### config.mk
export PLATFORM = sky130hd
export DESIGN_NAME = bce_top
export DESIGN_NICKNAME = d
export VERILOG_FILES = /design/src/rtl/bce_pkg.sv /design/src/rtl/bce_int_eval.sv /design/src/rtl/bce_fp_eval.sv /design/src/rtl/bce_top.sv
export SDC_FILE = /design/constraint.sdc
export NUM_CORES = 1
export LEC_CHECK = 0
export ABC_CLOCK_PERIOD_IN_PS = 1800
export BUFFER_PORTS_ARGS = -buffer_cell sky130_fd_sc_hd__buf_2
export CELL_PAD_IN_SITES_DETAIL_PLACEMENT = 0
export CELL_PAD_IN_SITES_GLOBAL_PLACEMENT = 1
export CORE_MARGIN = 1.5
export CORE_UTILIZATION = 24
export DETAILED_ROUTE_END_ITERATION = 7
export GPL_TIMING_DRIVEN = 0
export PLACE_DENSITY_LB_ADDON = 0.1
export SKIP_CTS_REPAIR_TIMING = 1
export SLEW_MARGIN = 10
export SYNTH_ARGS = -nofsm -noshare
export SYNTH_HDL_FRONTEND = slang
export SYNTH_SLANG_ARGS = --single-unit
### constraint.sdc
create_clock -name clk -period 1.8 [get_ports clk]
set_input_delay 0.27 -clock clk [delete_from_list [all_inputs] [get_ports clk]]
set_output_delay 0.27 -clock clk [all_outputs]
set_load 0.005 [all_outputs]
### src/rtl/bce_pkg.sv
package bce_pkg;
    localparam int COND_W  = 4;
    localparam int IFLAG_W = 4;
    localparam int FCMP_W  = 2;

    typedef enum logic [1:0] {
        FCMP_EQ = 2'd0,
        FCMP_LT = 2'd1,
        FCMP_GT = 2'd2,
        FCMP_UN = 2'd3
    } fcmp_e;

    typedef struct packed {
        logic n;
        logic z;
        logic v;
        logic c;
    } iflags_t;

    typedef struct packed {
        logic vld;
        logic taken;
        logic fault;
    } bce_result_t;

    // Base integer predicate for the lower half of the code space.
    function automatic logic int_base(input logic [2:0] sel, input iflags_t f);
        logic lt;
        lt = f.n ^ f.v;
        case (sel)
            3'd0:    return 1'b0;
            3'd1:    return f.z;
            3'd2:    return f.z | lt;
            3'd3:    return lt;
            3'd4:    return f.c | f.z;
            3'd5:    return f.c;
            3'd6:    return f.n;
            default: return f.v;
        endcase
    endfunction
endpackage

### src/rtl/bce_int_eval.sv
module bce_int_eval
    import bce_pkg::*;
(
    input  logic [COND_W-1:0]  cond,
    input  logic [IFLAG_W-1:0] flags,
    output logic               hit
);
    iflags_t f;
    logic    base;
    always_comb begin
        f    = iflags_t'(flags);
        base = int_base(cond[COND_W-2:0], f);
        hit  = base ^ cond[COND_W-1];
    end
endmodule

### src/rtl/bce_fp_eval.sv
module bce_fp_eval
    import bce_pkg::*;
(
    input  logic [COND_W-1:0] cond,
    input  logic [FCMP_W-1:0] fcmp,
    output logic              hit
);
    // Each condition maps to a 4-bit accept mask over outcomes {U,G,L,E}.
    logic [3:0] outcome_oh;
    logic [3:0] accept;
    always_comb begin
        outcome_oh = 4'b0001 << fcmp;
        case (cond)
            4'h0: accept = 4'b0000;
            4'h1: accept = 4'b1110;
            4'h2: accept = 4'b0110;
            4'h3: accept = 4'b1010;
            4'h4: accept = 4'b0010;
            4'h5: accept = 4'b1100;
            4'h6: accept = 4'b0100;
            4'h7: accept = 4'b1000;
            4'h8: accept = 4'b1111;
            4'h9: accept = 4'b0001;
            4'hA: accept = 4'b1001;
            4'hB: accept = 4'b0101;
            4'hC: accept = 4'b1101;
            4'hD: accept = 4'b0011;
            4'hE: accept = 4'b1011;
            default: accept = 4'b0111;
        endcase
        hit = |(accept & outcome_oh);
    end
endmodule

### src/rtl/bce_top.sv
module bce_top
    import bce_pkg::*;
(
    input  logic               clk,
    input  logic               rst,
    input  logic               in_vld,
    input  logic [COND_W-1:0]  in_cond,
    input  logic               in_is_fp,
    input  logic [IFLAG_W-1:0] in_iflags,
    input  logic [FCMP_W-1:0]  in_fcmp,
    input  logic               in_fp_en,
    input  logic               in_fprs_fef,
    output logic               out_vld,
    output logic               out_taken,
    output logic               out_fault
);
    logic        int_hit, fp_hit, fp_ok;
    bce_result_t nxt, res_q;

    bce_int_eval u_int (.cond(in_cond), .flags(in_iflags), .hit(int_hit));
    bce_fp_eval  u_fp  (.cond(in_cond), .fcmp(in_fcmp),    .hit(fp_hit));

    always_comb begin
        fp_ok     = in_fp_en & in_fprs_fef;
        nxt       = res_q;
        nxt.vld   = in_vld;
        if (in_vld) begin
            nxt.fault = in_is_fp & ~fp_ok;
            nxt.taken = in_is_fp ? (fp_hit & fp_ok) : int_hit;
        end
    end

    always_ff @(posedge clk) begin
        if (rst) res_q <= '0;
        else     res_q <= nxt;
    end

    assign out_vld   = res_q.vld;
    assign out_taken = res_q.taken;
    assign out_fault = res_q.fault;

    assert_vld_follows_R2: assert property (@(posedge clk) disable iff (rst)
        in_vld |=> out_vld);
    assert_no_spurious_vld_R2: assert property (@(posedge clk) disable iff (rst)
        !in_vld |=> !out_vld);
    assert_hold_idle_R2: assert property (@(posedge clk) disable iff (rst)
        !in_vld |=> $stable(out_taken) && $stable(out_fault));
    assert_fault_not_taken_R9: assert property (@(posedge clk) disable iff (rst)
        out_fault |-> !out_taken);
    assert_disabled_fp_faults_R9: assert property (@(posedge clk) disable iff (rst)
        (in_vld && in_is_fp && !(in_fp_en && in_fprs_fef)) |=> out_fault);
    assert_int_no_fault_R10: assert property (@(posedge clk) disable iff (rst)
        (in_vld && !in_is_fp) |=> !out_fault);
    assert_always_code_R5: assert property (@(posedge clk) disable iff (rst)
        (in_vld && !in_is_fp && in_cond == 4'h8) |=> out_taken);
    assert_never_code_R4: assert property (@(posedge clk) disable iff (rst)
        (in_vld && in_cond == 4'h0) |=> !out_taken);
endmodule

==> flow_summary_export.csv, run 1 <==
group,metric,value,unit
yosys,synth_fp_nets,63,
pwr,combPwrFrac,0.290,
worst_setup_path,path_max_fanout,5,
pwr,sw_frac_of_total,0.277,
worst_setup_path,r2r_cells,2,
min_path,min-delay-start,"rst",
global_routing,grt_pass1_vias,304,
clocking,cts_tree,"done",
pwr,finalPower,0.268,mW
yosys,synth_top_area_cell,"dfxtp_1",
floorplanning,die_h,40.0,um
worst_setup_path,timing.rr.start,"out_taken",
placed_design,hpwl,616,um
min_path,hold_end,"out_vld",
worst_setup_path,r2r_slack,1.11,ns
min_path,holdPathStages,2,
worst_setup_path,crit_type,"in2reg",
pwr,clockPowerShare,0.439,
placed_design,numPortBuffers,18,
worst_setup_path,rr_endpoint,"out_taken",
placed_design,routabilityCongestion,0.684,
final_layout,fill_cells,147,
yosys,ys_ff_latch,3,
yosys,synth_area,329,sq um
timing,finalCritPeriodShare,0.937,
worst_setup_path,worstPathRequired,1.94,ns
final_layout,areaGrowthSynthToFinish,41.1,%
route,ant_nets,0,
yosys,yosysSeqAreaShare,0.183,
floorplanning,pin_count,19,
route,drt-initial-drc-count,6,
outcome,outcome,"completed",
clocking,htreeDepth,1,
pwr,seq_power_share,0.271,
worst_setup_path,crit_path_end_kind,"flip-flop",
yosys,syn_area_per_cell,7.65,sq um
pwr,p_int,0.194,mW
timing,maxSlewHeadroom,0.790,
global_routing,grt_max_degree,8,
floorplanning,core,1280,sq um
floorplanning,fp.dieW,40.0,um
global_routing,track_usage,0.102,
yosys,synth.distinct_cells,21,
min_path,worstHoldPathType,"in2reg",
yosys,syn_inst,43,
clocking,worstSkewPairLatency,0.23,ns
timing,max_freq,593,MHz
clocking,clock_sinks,3,
timing,drv_slew,0,
floorplanning,die-area,1600,sq um
run,cap_viol_max_count,0,
route,dr.pass1.iters,2,
timing,rsz0062_at_grt,"false",
pwr,total_leakage_power,0.228,nW
yosys,netlist.area_leader.share,0.183,
floorplanning,rows,13,
global_routing,grt-ovfl-total,0,
clocking,cts_root_buf,"clkbuf_4",
timing,finalSetupViolCount,0,
timing,tightest_slew,0.311,ns
clocking,cts_made_buffers,3,
pwr,peakVddDrop,313,uV
worst_setup_path,critPathLaunchType,"input port",
route,routed_via_density,4.61,
pwr,p_sw,0.0741,mW
global_routing,antenna_found_initial,0,
global_routing,grt_pass1_wl,1100,um
final_layout,fin_util,0.361,
timing,hold_viol_final,0,
timing,finalClockSkew,0,ns
clocking,clockBufferDepth,2,
yosys,synth_warnings,0,
final_layout,num-nets-final,86,
worst_setup_path,cp.arrival,1.82,ns
floorplanning,floorplan.initialDensity,0.256,
route,wl_per_cell,9.43,um
route,drc,0,
final_layout,final_layout_size_suffix_gt1_frac,0.338,
final_layout,diodes,0,
timing,holdWs,0.225,ns
pwr,powerDensity,577,nW/um^2
route,wl,754,um
yosys,synthTopCellsByArea,"dfxtp_1 18%, ha_1 15%, nor2_1 6.8%",
route,vias,369,
timing,period_needed,1.69,ns
clocking,path_clk_slew,0.04,ns
==> kinds of logic after synthesis <==
family                     after synthesis  share of synthesized area
and+or+nand+nor                         20                      0.327
buffers and inverters                    3                     0.0342
xor gates and xnor gates                 3                     0.0799
muxes                                    1                     0.0304
AOI/OAI and AO/OA                        9                      0.194
DFF                                      3                      0.183
adders and majority gates                4                      0.152
==> power groups by stage <==
stage                     Clock, mW  Combinational, mW  Sequential [mW]
final                         0.117             0.0778           0.0725
after floorplan                   0             0.0421           0.0741
after global placement            0             0.0788           0.0735
after global routing          0.130             0.0875           0.0731
after detailed placement          0             0.0781           0.0735
after CTS                     0.123             0.0785           0.0726
==> cell type report <==
class	count	area (sq um)	area share
sequential	3	60.1	0.129
clock buffer	4	26.3	0.0566
multi-input combinational	37	258	0.555
tap	15	18.8	0.0404
timing repair buffer	18	90.1	0.194
inverter	3	11.3	0.0243
==> layer usage <==
layer / vias to the layer above / share of wire / wire (um) / track usage
met4: 0 / 0 / 0 / 0
met5: - / 0 / 0 / 0
met3: 0 / 0.064 / 48 / 0.0500
li1: 199 / - / - / -
met1: 160 / 0.49 / 366 / 0.118
met2: 10 / 0.45 / 339 / 0.177
==> state kept, by name, summed over array words and instances, names as in the netlist <==
name,cells
out_fault,1
out_taken,1
out_vld,1
==> layout by cell type (no fill, tap or decap), drive strengths merged, types with 2 or more instances in the layout <==
| cell | netlist | layout |
|---|---|---|
| buf | 0 | 18 |
| nor2 | 6 | 6 |
| ha | 4 | 4 |
| clkbuf | 0 | 4 |
| inv | 3 | 3 |
| a21oi | 3 | 3 |
| nand2 | 3 | 3 |
| nand2b | 3 | 3 |
| nand3 | 3 | 3 |
| dfxtp | 3 | 3 |
| nor2b | 2 | 2 |
| xnor2 | 2 | 2 |
==> worst max-delay path by stage <==
stage,start,endpoint,slack [ns],depth (start not counted)
after floorplan,in_cond[0],out_taken,0.11,7
after global placement,in_cond[0],out_taken,-0.19,8
after detailed placement,in_cond[0],out_taken,-0.19,8
after CTS,in_cond[0],out_taken,0.06,8
after global routing,in_cond[0],out_taken,0.03,8
final,in_cond[0],out_taken,0.11,8
==> cells in the mapped netlist <==
cell,count
ha_1,4
a32oi_1,1
mux2i_1,1
o211ai_1,1
nand3_1,3
nor2b_1,2
a311oi_1,1
a21oi_1,3
nor3_1,1
nor4_2,1
nand2b_1,3
inv_1,3
xnor2_1,2
nor2_1,6
xor2_1,1
dfxtp_1,3
nand2_1,3
o311ai_0,1
o21ai_0,1
or4b_1,1
o311a_1,1
==> critical path, cell delays in order <==
cell,delay [ns]
buf_2,0.11
inv_1,0.08
ha_1,0.26
or4b_1,0.53
a21oi_1,0.16
nor4_2,0.08
mux2i_1,0.12
a311oi_1,0.22
==> per-stage QoR <==
| step | TNS (ns) | cell area [sq um] | cells | setup WS, ns |
|---|---|---|---|---|
| finish | 0 | 464 | 80 | 0.113 |
| floorplan | 0 | 329 | 43 | 0.112 |
| CTS | 0 | 464 | 80 | 0.0558 |
| global placement | -0.193 | 438 | 76 | -0.193 |
| global route | 0 | 464 | 80 | 0.0303 |
| detailed placement | -0.185 | 438 | 76 | -0.185 |
Note: power is estimated with default switching activity, not from simulation.
==> run 2, diff against run 1 <==
PLACE_DENSITY = 0.71   (was default)
PLACE_DENSITY_LB_ADDON = default   (was 0.1)
==> run 2 against run 1 <==
Worst setup slack got worse by 0.0014 ns. Total power fell by 1.1%. Global-route usage down 1.6 points. Clock-buffer cell count unchanged. Largest cell class unchanged. Final cell count unchanged. Clock power about the same.
==> flow_summary_export.csv, run 2 (synthesis results as in run 1) <==
group,metric,value,unit
global_routing,grt_max_degree,8,
pwr,p_sw,0.0711,mW
timing,rsz0062_at_grt,"false",
final_layout,final_cell_mix,"18 x buf_2, 6 x nor2_1, 4 x ha_1",
placed_design,place_inst,76,
worst_setup_path,critPathLaunchType,"input port",
global_routing,grt_pass1_vias,255,
min_path,worstHoldPathType,"in2reg",
run,cap_viol_max_count,0,
final_layout,fill_cells,136,
route,drc,0,
pwr,sw_frac_of_total,0.269,
timing,holdWs,0.228,ns
pwr,p_int,0.194,mW
final_layout,fin_util,0.364,
route,drt-initial-drc-count,4,
pwr,clockPowerShare,0.434,
worst_setup_path,cp.arrival,1.82,ns
global_routing,antenna_found_initial,0,
pwr,total_leakage_power,0.227,nW
worst_setup_path,path_delay_family,"simple AND/OR/NAND/NOR gates",
floorplanning,fp.dieW,40.0,um
floorplanning,pin_count,19,
clocking,cts_root_buf,"clkbuf_4",
route,routed_via_density,4.53,
floorplanning,die_h,40.0,um
pwr,powerDensity,566,nW/um^2
global_routing,track_usage,0.0856,
worst_setup_path,crit_type,"in2reg",
clocking,worstSkewPairLatency,0.23,ns
pwr,finalPower,0.265,mW
route,vias,362,
floorplanning,rows,13,
timing,tightest_slew,0.302,ns
timing,finalCritPeriodShare,0.938,
clocking,path_clk_slew,0.04,ns
global_routing,grt_pass1_wl,959,um
final_layout,diodes,0,
placed_design,routabilityCongestion,0.717,
final_layout,multi_input_area,262,sq um
timing,maxSlewHeadroom,0.796,
outcome,outcome,"completed",
placed_design,numPortBuffers,18,
worst_setup_path,slowest_stage,"or4b_1",
route,ant_nets,0,
final_layout,stdcell_count,80,
final_layout,areaGrowthSynthToFinish,42.2,%
clocking,htreeDepth,1,
worst_setup_path,crit_chain,"buf_2, inv_1, ha_1, or4b_1, a21oi_2, nor4_2, mux2i_1, a311oi_1",
floorplanning,floorplan.initialDensity,0.256,
final_layout,ff_latch_area,60.1,sq um
route,wl_per_cell,8.85,um
timing,drv_slew,0,
pwr,seq_power_share,0.274,
worst_setup_path,cpPeakStageDelay,0.55,ns
clocking,cts_made_buffers,3,
pwr,combPwrFrac,0.292,
worst_setup_path,worstPathRequired,1.94,ns
route,dr.pass1.iters,4,
timing,hold_viol_final,0,
route,wl,708,um
final_layout,num-nets-final,86,
timing,finalClockSkew,0,ns
clocking,clockBufferDepth,2,
placed_design,hpwl,580,um
timing,finalSetupViolCount,0,
worst_setup_path,crit_path_end_kind,"flip-flop",
timing,period_needed,1.69,ns
worst_setup_path,path_max_fanout,5,
timing,max_freq,592,MHz
global_routing,grt-ovfl-total,0,
clocking,clock_sinks,3,
clocking,cts_tree,"done",
final_layout,final_common_cell,"buf_2",
floorplanning,die-area,1600,sq um
floorplanning,core,1280,sq um
pwr,peakVddDrop,103,uV
final_layout,final_layout_size_suffix_gt1_frac,0.354,
worst_setup_path,path_buf_inv,2,
timing,timing.setup.tns,0,ns
-- run 2: cell counts in the layout (fill, tap and decap cells not counted) --
Identical to the previous run, type by type.
-- run 2: through the flow --
stage	worst slack, ns	instance area, sq um
2_1_floorplan	0.112	329
3_3_place_gp	-0.122	438
3_5_place_dp	-0.150	438
4_1_cts	0.0915	464
5_1_grt	0.0190	468
6_report	0.112	468
-- run 2: area by class of cell --
cell class / count / area share
Clock buffer: 4 / 0.0561
Inverter: 3 / 0.0241
Multi-Input combinational cell: 37 / 0.559
Sequential cell: 3 / 0.128
Tap cell: 15 / 0.0401
Timing Repair Buffer: 18 / 0.193
-- run 2: power by group through the flow --
stage / combinational [mW] / clock [mW] / sequential [mW]
2_1_floorplan: 0.0421 / 0 / 0.0741
3_3_place_gp: 0.0768 / 0 / 0.0735
3_5_place_dp: 0.0766 / 0 / 0.0736
4_1_cts: 0.0770 / 0.120 / 0.0726
5_1_grt: 0.0866 / 0.122 / 0.0731
6_report: 0.0774 / 0.115 / 0.0725
-- run 2: worst paths after layout --
path              start  cells after the start        end  slack, ns
max          in_cond[0]                      8  out_taken       0.11
min                 rst                      2    out_vld       0.23
max reg2reg   out_taken                      2  out_taken       1.12
min reg2reg   out_fault                      2  out_fault       0.47
-- run 2: worst reg2reg max path: stages, from the launching register on --
cell      delay, ns
dfxtp_1        0.32
nor2_1         0.04
a311oi_1       0.23
-- run 2: layer usage --
metal,vias up,GRT usage,share of wire
li1,200,-,-
met1,155,0.123,0.48
met2,7,0.121,0.46
met3,0,0.00556,0.059
met4,0,0.0517,0
met5,-,0,0
